### src/rtl/eirq_pkg.sv
package eirq_pkg;
    typedef enum logic [2:0] {
        REG_FLAG   = 3'd0,
        REG_REQ_EN = 3'd1,
        REG_ROUTE  = 3'd2,
        REG_OVR    = 3'd3,
        REG_OVR_EN = 3'd4,
        REG_RISE   = 3'd5,
        REG_FALL   = 3'd6,
        REG_FLT    = 3'd7
    } reg_addr_e;

    typedef enum logic {
        FLT_HOLD = 1'b0,
        FLT_QUAL = 1'b1
    } flt_state_e;
endpackage

### src/rtl/eirq_sync.sv
module eirq_sync #(
    parameter int W = 16
) (
    input  logic         clk,
    input  logic         rst_n,
    input  logic [W-1:0] din,
    output logic [W-1:0] dout
);
    logic [W-1:0] meta_q;
    logic [W-1:0] sync_q;

    always_ff @(posedge clk or negedge rst_n) begin
        if (!rst_n) begin
            meta_q <= '0;
            sync_q <= '0;
        end else begin
            meta_q <= din;
            sync_q <= meta_q;
        end
    end

    assign dout = sync_q;
endmodule

### src/rtl/eirq_filter.sv
module eirq_filter
    import eirq_pkg::*;
#(
    parameter int FLT_W = 4,
    parameter int CNT_W = (1 << FLT_W) + 1
) (
    input  logic             clk,
    input  logic             rst_n,
    input  logic [FLT_W-1:0] flt_len,
    input  logic             din,
    output logic             dout
);
    flt_state_e       state_q, state_d;
    logic [CNT_W-1:0] cnt_q, cnt_d;
    logic             out_q, out_d;
    logic [CNT_W-1:0] limit;
    logic [CNT_W-1:0] cnt_inc;
    logic             diff;

    assign limit   = {{(CNT_W-1){1'b0}}, 1'b1} << flt_len;
    assign cnt_inc = cnt_q + 1'b1;
    assign diff    = (din != out_q);

    always_ff @(posedge clk or negedge rst_n) begin
        if (!rst_n) begin
            state_q <= FLT_HOLD;
            cnt_q   <= '0;
            out_q   <= 1'b0;
        end else begin
            state_q <= state_d;
            cnt_q   <= cnt_d;
            out_q   <= out_d;
        end
    end

    always_comb begin
        state_d = state_q;
        cnt_d   = cnt_q;
        out_d   = out_q;
        unique case (state_q)
            FLT_HOLD: begin
                if (diff) begin
                    if (limit == {{(CNT_W-1){1'b0}}, 1'b1}) begin
                        out_d = din;
                    end else begin
                        cnt_d   = {{(CNT_W-1){1'b0}}, 1'b1};
                        state_d = FLT_QUAL;
                    end
                end
            end
            FLT_QUAL: begin
                if (!diff) begin
                    cnt_d   = '0;
                    state_d = FLT_HOLD;
                end else if (cnt_inc >= limit) begin
                    out_d   = din;
                    cnt_d   = '0;
                    state_d = FLT_HOLD;
                end else begin
                    cnt_d = cnt_inc;
                end
            end
            default: state_d = FLT_HOLD;
        endcase
    end

    assign dout = out_q;
endmodule

### src/rtl/eirq_regs.sv
module eirq_regs
    import eirq_pkg::*;
#(
    parameter int NUM_CH = 16,
    parameter int FLT_W  = 4
) (
    input  logic              clk,
    input  logic              rst_n,
    input  logic              wr_en,
    input  logic [2:0]        addr,
    input  logic [NUM_CH-1:0] wr_data,
    input  logic [NUM_CH-1:0] evt,
    input  logic [NUM_CH-1:0] dma_done,
    output logic [NUM_CH-1:0] rd_data,
    output logic [NUM_CH-1:0] flag_q,
    output logic [NUM_CH-1:0] ovr_q,
    output logic [NUM_CH-1:0] req_en_q,
    output logic [NUM_CH-1:0] route_q,
    output logic [NUM_CH-1:0] ovr_en_q,
    output logic [NUM_CH-1:0] rise_en_q,
    output logic [NUM_CH-1:0] fall_en_q,
    output logic [FLT_W-1:0]  flt_len_q
);
    reg_addr_e         sel;
    logic [NUM_CH-1:0] clr_flag;
    logic [NUM_CH-1:0] clr_ovr;
    logic [NUM_CH-1:0] ovr_set;

    assign sel      = reg_addr_e'(addr);
    assign clr_flag = (wr_en && sel == REG_FLAG) ? wr_data : '0;
    assign clr_ovr  = (wr_en && sel == REG_OVR) ? wr_data : '0;
    assign ovr_set  = evt & flag_q & ovr_en_q;

    always_ff @(posedge clk or negedge rst_n) begin
        if (!rst_n) begin
            flag_q    <= '0;
            ovr_q     <= '0;
            req_en_q  <= '0;
            route_q   <= '0;
            ovr_en_q  <= '0;
            rise_en_q <= '0;
            fall_en_q <= '0;
            flt_len_q <= '0;
        end else begin
            flag_q <= (flag_q & ~clr_flag & ~(dma_done & route_q)) | evt;
            ovr_q  <= (ovr_q & ~clr_ovr) | ovr_set;
            if (wr_en) begin
                unique case (sel)
                    REG_REQ_EN: req_en_q  <= wr_data;
                    REG_ROUTE:  route_q   <= wr_data;
                    REG_OVR_EN: ovr_en_q  <= wr_data;
                    REG_RISE:   rise_en_q <= wr_data;
                    REG_FALL:   fall_en_q <= wr_data;
                    REG_FLT:    flt_len_q <= wr_data[FLT_W-1:0];
                    default: ;
                endcase
            end
        end
    end

    always_comb begin
        unique case (sel)
            REG_FLAG:   rd_data = flag_q;
            REG_REQ_EN: rd_data = req_en_q;
            REG_ROUTE:  rd_data = route_q;
            REG_OVR:    rd_data = ovr_q;
            REG_OVR_EN: rd_data = ovr_en_q;
            REG_RISE:   rd_data = rise_en_q;
            REG_FALL:   rd_data = fall_en_q;
            REG_FLT:    rd_data = {{(NUM_CH-FLT_W){1'b0}}, flt_len_q};
            default:    rd_data = '0;
        endcase
    end
endmodule

### src/rtl/ext_irq_ctrl.sv
module ext_irq_ctrl #(
    parameter int NUM_CH = 16,
    parameter int FLT_W  = 4
) (
    input  logic              clk,
    input  logic              rst_n,
    input  logic [NUM_CH-1:0] irq_in,
    input  logic [NUM_CH-1:0] dma_done,
    input  logic              wr_en,
    input  logic [2:0]        addr,
    input  logic [NUM_CH-1:0] wr_data,
    output logic [NUM_CH-1:0] rd_data,
    output logic [NUM_CH-1:0] irq_req,
    output logic [NUM_CH-1:0] dma_req,
    output logic              ovr_req
);
    localparam int CNT_W = (1 << FLT_W) + 1;

    logic [NUM_CH-1:0] sync_v;
    logic [NUM_CH-1:0] filt_v;
    logic [NUM_CH-1:0] filt_prev;
    logic [NUM_CH-1:0] evt;
    logic [NUM_CH-1:0] flag_v;
    logic [NUM_CH-1:0] ovr_v;
    logic [NUM_CH-1:0] req_en_v;
    logic [NUM_CH-1:0] route_v;
    logic [NUM_CH-1:0] ovr_en_v;
    logic [NUM_CH-1:0] rise_en_v;
    logic [NUM_CH-1:0] fall_en_v;
    logic [FLT_W-1:0]  flt_len_v;

    eirq_sync #(.W(NUM_CH)) u_sync (
        .clk  (clk),
        .rst_n(rst_n),
        .din  (irq_in),
        .dout (sync_v)
    );

    for (genvar ch = 0; ch < NUM_CH; ch++) begin : g_filt
        eirq_filter #(.FLT_W(FLT_W), .CNT_W(CNT_W)) u_filt (
            .clk    (clk),
            .rst_n  (rst_n),
            .flt_len(flt_len_v),
            .din    (sync_v[ch]),
            .dout   (filt_v[ch])
        );
    end

    always_ff @(posedge clk or negedge rst_n) begin
        if (!rst_n) filt_prev <= '0;
        else        filt_prev <= filt_v;
    end

    assign evt = (filt_v & ~filt_prev & rise_en_v) | (~filt_v & filt_prev & fall_en_v);

    eirq_regs #(.NUM_CH(NUM_CH), .FLT_W(FLT_W)) u_regs (
        .clk      (clk),
        .rst_n    (rst_n),
        .wr_en    (wr_en),
        .addr     (addr),
        .wr_data  (wr_data),
        .evt      (evt),
        .dma_done (dma_done),
        .rd_data  (rd_data),
        .flag_q   (flag_v),
        .ovr_q    (ovr_v),
        .req_en_q (req_en_v),
        .route_q  (route_v),
        .ovr_en_q (ovr_en_v),
        .rise_en_q(rise_en_v),
        .fall_en_q(fall_en_v),
        .flt_len_q(flt_len_v)
    );

    assign irq_req = flag_v & req_en_v & ~route_v;
    assign dma_req = flag_v & req_en_v & route_v;
    assign ovr_req = |ovr_v;
endmodule

### config.mk
export PLATFORM = sky130hd
export DESIGN_NAME = ext_irq_ctrl
export DESIGN_NICKNAME = d
export VERILOG_FILES = /design/src/rtl/eirq_pkg.sv /design/src/rtl/eirq_sync.sv /design/src/rtl/eirq_filter.sv /design/src/rtl/eirq_regs.sv /design/src/rtl/ext_irq_ctrl.sv
export SDC_FILE = /design/constraint.sdc
export NUM_CORES = 1
export LEC_CHECK = 0
export ABC_AREA = 1
export BUFFER_PORTS_ARGS = -buffer_cell sky130_fd_sc_hd__buf_4
export CAP_MARGIN = 5
export CORE_ASPECT_RATIO = 1.25
export CORE_MARGIN = 4
export CORE_UTILIZATION = 45
export CTS_CLUSTER_SIZE = 14
export DETAILED_ROUTE_END_ITERATION = 10
export PLACE_DENSITY_LB_ADDON = 0.08
export SLEW_MARGIN = 0
export SYNTH_ARGS = -nofsm -noshare
export SYNTH_HDL_FRONTEND = slang
export SYNTH_SLANG_ARGS = --single-unit
### constraint.sdc
create_clock -name clk -period 5 [get_ports clk]
set_clock_uncertainty 0.2 [all_clocks]
set_input_delay 0.5 -clock clk [delete_from_list [all_inputs] [get_ports clk]]
set_output_delay 0.5 -clock clk [all_outputs]
set_load 0.01 [all_outputs]
==> impl_metrics.py <==
metrics = {
    "logic_synthesis": {
        "yosysWarningCount": 0,
        "yosys_most_used_dff": "dfrtp_1",
        "ys_ff_latch": 468,
        "synth_seq_area_share_pct": 39.2,
        "yosysUniqueCellTypes": 44,
        "synth_commonest_cells": "1117 x nand2_1, 577 x inv_1, 468 x dfrtp_1",
        "syn_nets": 4227,
        "syn_area_sq_mm": 0.0299,
        "yosys.area.top_type": "dfrtp_1",
        "synth_area_leaders": "dfrtp_1 39%, nand2_1 14%, ha_1 11%",
        "synth_top_area_share_pct": 39.2,
        "async_flop_share_pct": 100,
        "synth_edf_count": 0,
        "syn_inst": 3901,
        "syn_area_per_cell_sq_um": 7.66,
        "synthMostInstantiatedCell": "nand2_1",
    },
    "clocking": {
        "hold_buffers": 33,
        "tritoncts": "done",
        "cts_root_buffer": "clkbuf_16",
        "cts_resized": 0,
        "clk_path_buf_depth": 3,
        "cts_buffers": 52,
        "postCtsSetupBuffers": 0,
        "clkSinkCount": 468,
        "cts_max_level": 2,
        "path_clk_slew_ns": 0.07,
        "clock_latency_ns": 0.61,
    },
    "worst_setup_path": {
        "r2r_slack_ns": 1.03,
        "r2r-start": "u_regs.flt_len_q[2]",
        "ff2ff_path_depth": 17,
        "critPathMaxFanout": 15,
        "endpoint": "g_filt[10].u_filt.cnt_q[5]",
        "crit_type": "reg -> reg",
        "startpoint": "u_regs.flt_len_q[2]",
        "arrival_ns": 4.28,
        "timing.rr.end": "g_filt[10].u_filt.cnt_q[5]",
        "critPathLaunchType": "flop",
        "endpoint_kind": "flop",
        "cp_data_required_time_ns": 5.31,
    },
    "layout": {
        "fin_area_sq_mm": 0.0339,
        "largest_register": "g_filt.u_filt.cnt_q",
        "nets": 4389,
        "area_growth_pct": 13.5,
        "fill_cells": 6503,
        "drive_gt1_share_pct": 7.24,
        "postLayoutCoreUtil_pct": 51.7,
        "largest_register_ffs": 272,
    },
    "placed_design": {
        "gp_congestion": 0.818,
        "place_area_sq_mm": 0.0317,
        "hpwl_um": 56400,
        "port-buffer-count": 102,
    },
    "power_and_ir_drop": {
        "power_frac_clock_pct": 29.8,
        "p_leak_uw": 0.0179,
        "internal_power_uw": 8570,
        "p_sw_uw": 5590,
        "p_comb_share_pct": 34.8,
        "max-vdd-ir-drop_mv": 0.208,
        "pwr-share-seq_pct": 35.3,
        "switching_share_pct": 39.5,
        "total_power_uw": 14200,
        "power_density_mw_per_mm2": 417,
    },
    "sta": {
        "rsz0062_at_grt": "false",
        "setup_tns_ns": 0,
        "tightest_slew_ns": 1.17,
        "hold_viol_final": 0,
        "finalCriticalPeriod_ns": 3.97,
        "clock.fmax_ghz": 0.252,
        "holdWs_ns": 0.0530,
        "fin_crit_sh_pct": 79.4,
        "final_max_slew_viol_count": 0,
        "setup_viol": 0,
        "relSlewSlack_pct": 21.5,
    },
    "flow_run": {
        "drv_cap": 0,
    },
    "route": {
        "wl_met1_um": 37000,
        "top_layer_used": "met4",
        "routedWlPerCell_um": 16.3,
        "first_iter_violations": 1478,
        "vias_per_cell": 5.12,
        "wl_met3_um": 2510,
        "dr_wl_met2_um": 39300,
        "drt_pass1_iterations": 5,
        "routed_wl_um": 80700,
        "dr_total_vias": 25400,
        "drc": 0,
        "antenna_left": 0,
    },
    "grt": {
        "grt_max_degree": 100,
        "grt_antenna_before_repair": 0,
        "overflow": 0,
        "grt_pass1_wl_um": 132000,
        "gr-usage-all-layers_pct": 22.9,
        "grt_pass1_vias": 25100,
    },
    "floorplanning": {
        "core_region_area_sq_mm": 0.0657,
        "ios": 103,
        "row_count": 105,
        "die_h_um": 296,
        "start_util_pct": 45.5,
        "fp.dieW_um": 239,
        "dieArea_sq_mm": 0.0706,
    },
    "run_status": {
        "status": "finished clean",
    },
    "worst_hold_path": {
        "hp-class": "in -> reg",
    },
}
[metrics by stage]
step	instances	setup slack [ns]
global placement	4832	1.11
detailed placement	4832	1.07
CTS	4961	1.05
finish	4963	1.03
global route	4961	0.752
floorplan	3901	2.01
[layout make-up]
cell class	count	area, sq um	area share, %
Antenna cell	2	5.00	0.0147
Clock buffer	73	1500	4.42
Clock inverter	23	363	1.07
Inverter	587	2200	6.49
Multi-Input combinational cell	2788	15700	46.3
Sequential cell	468	11700	34.5
Tap cell	856	1070	3.16
Timing Repair Buffer	166	1370	4.05
[layout by cell type, fill, tap and decap left out, types with 12 or more instances in the layout]
cell type	n
nand2_1	1117
inv_1	576
dfrtp_1	468
o21ai_0	297
ha_1	272
nor2_1	221
xor2_1	156
a21oi_1	145
nand3_1	137
buf_4	129
nor3_1	85
nand4_1	61
o22ai_1	53
clkbuf_16	52
dlygate4sd3_1	33
xnor2_1	29
a31oi_1	28
o31ai_1	21
nor2_2	15
nand3_2	13
o21ai_1	13
a21o_1	12
and3_1	12
clkbuf_8	12
[power groups by stage]
stage	sequential [uW]	clock [uW]	combinational, uW
3_5_place_dp	5060	0	4950
4_1_cts	5000	4350	4990
6_report	5000	4220	4930
5_1_grt	5080	4490	5720
2_1_floorplan	4820	0	3660
3_3_place_gp	5060	0	4920
[layer usage]
layer	track usage [%]	vias up
li1	-	13000
met1	30.2	12000
met2	40.9	380
met3	2.22	106
met4	5.57	0
met5	0	-
[worst min path at each step]
stage                      from                   end  slack, ns  cells past startpoint
2_1_floorplan             rst_n          filt_prev[0]      0.004                      0
3_3_place_gp   u_sync.meta_q[0]        u_sync.dout[0]       0.13                      0
3_5_place_dp   u_sync.meta_q[4]        u_sync.dout[4]       0.14                      0
4_1_cts             wr_data[15]  u_regs.fall_en_q[15]       0.03                      3
5_1_grt             wr_data[14]    u_regs.route_q[14]       0.07                      3
6_report            wr_data[15]  u_regs.fall_en_q[15]       0.05                      3
[critical path, cell delays in order (launching register included)]
cell and delay (ns):
dfrtp_1 0.52, inv_1 0.25, nand4_1 0.77, buf_4 0.51
ha_1 0.32, nand2_1 0.06, inv_1 0.03, o21ai_0 0.14
nand2_1 0.07, a21oi_1 0.12, nand2_1 0.06, nand2_1 0.05
nand2_1 0.04, nand2_1 0.05, nand2_1 0.09, nor2_4 0.37
nand2_1 0.09, o21ai_0 0.09
[cells by family after synthesis]
| kind of cell | after synthesis | share of synthesized area (%) |
|---|---|---|
| buf+inv | 645 | 8.32 |
| xor+xnor | 185 | 5.42 |
| compound gates | 613 | 11.3 |
| flops | 468 | 39.2 |
| fa+ha+maj | 272 | 11.4 |
| simple gates | 1718 | 24.4 |
Power figures use the tool's default switching activity.
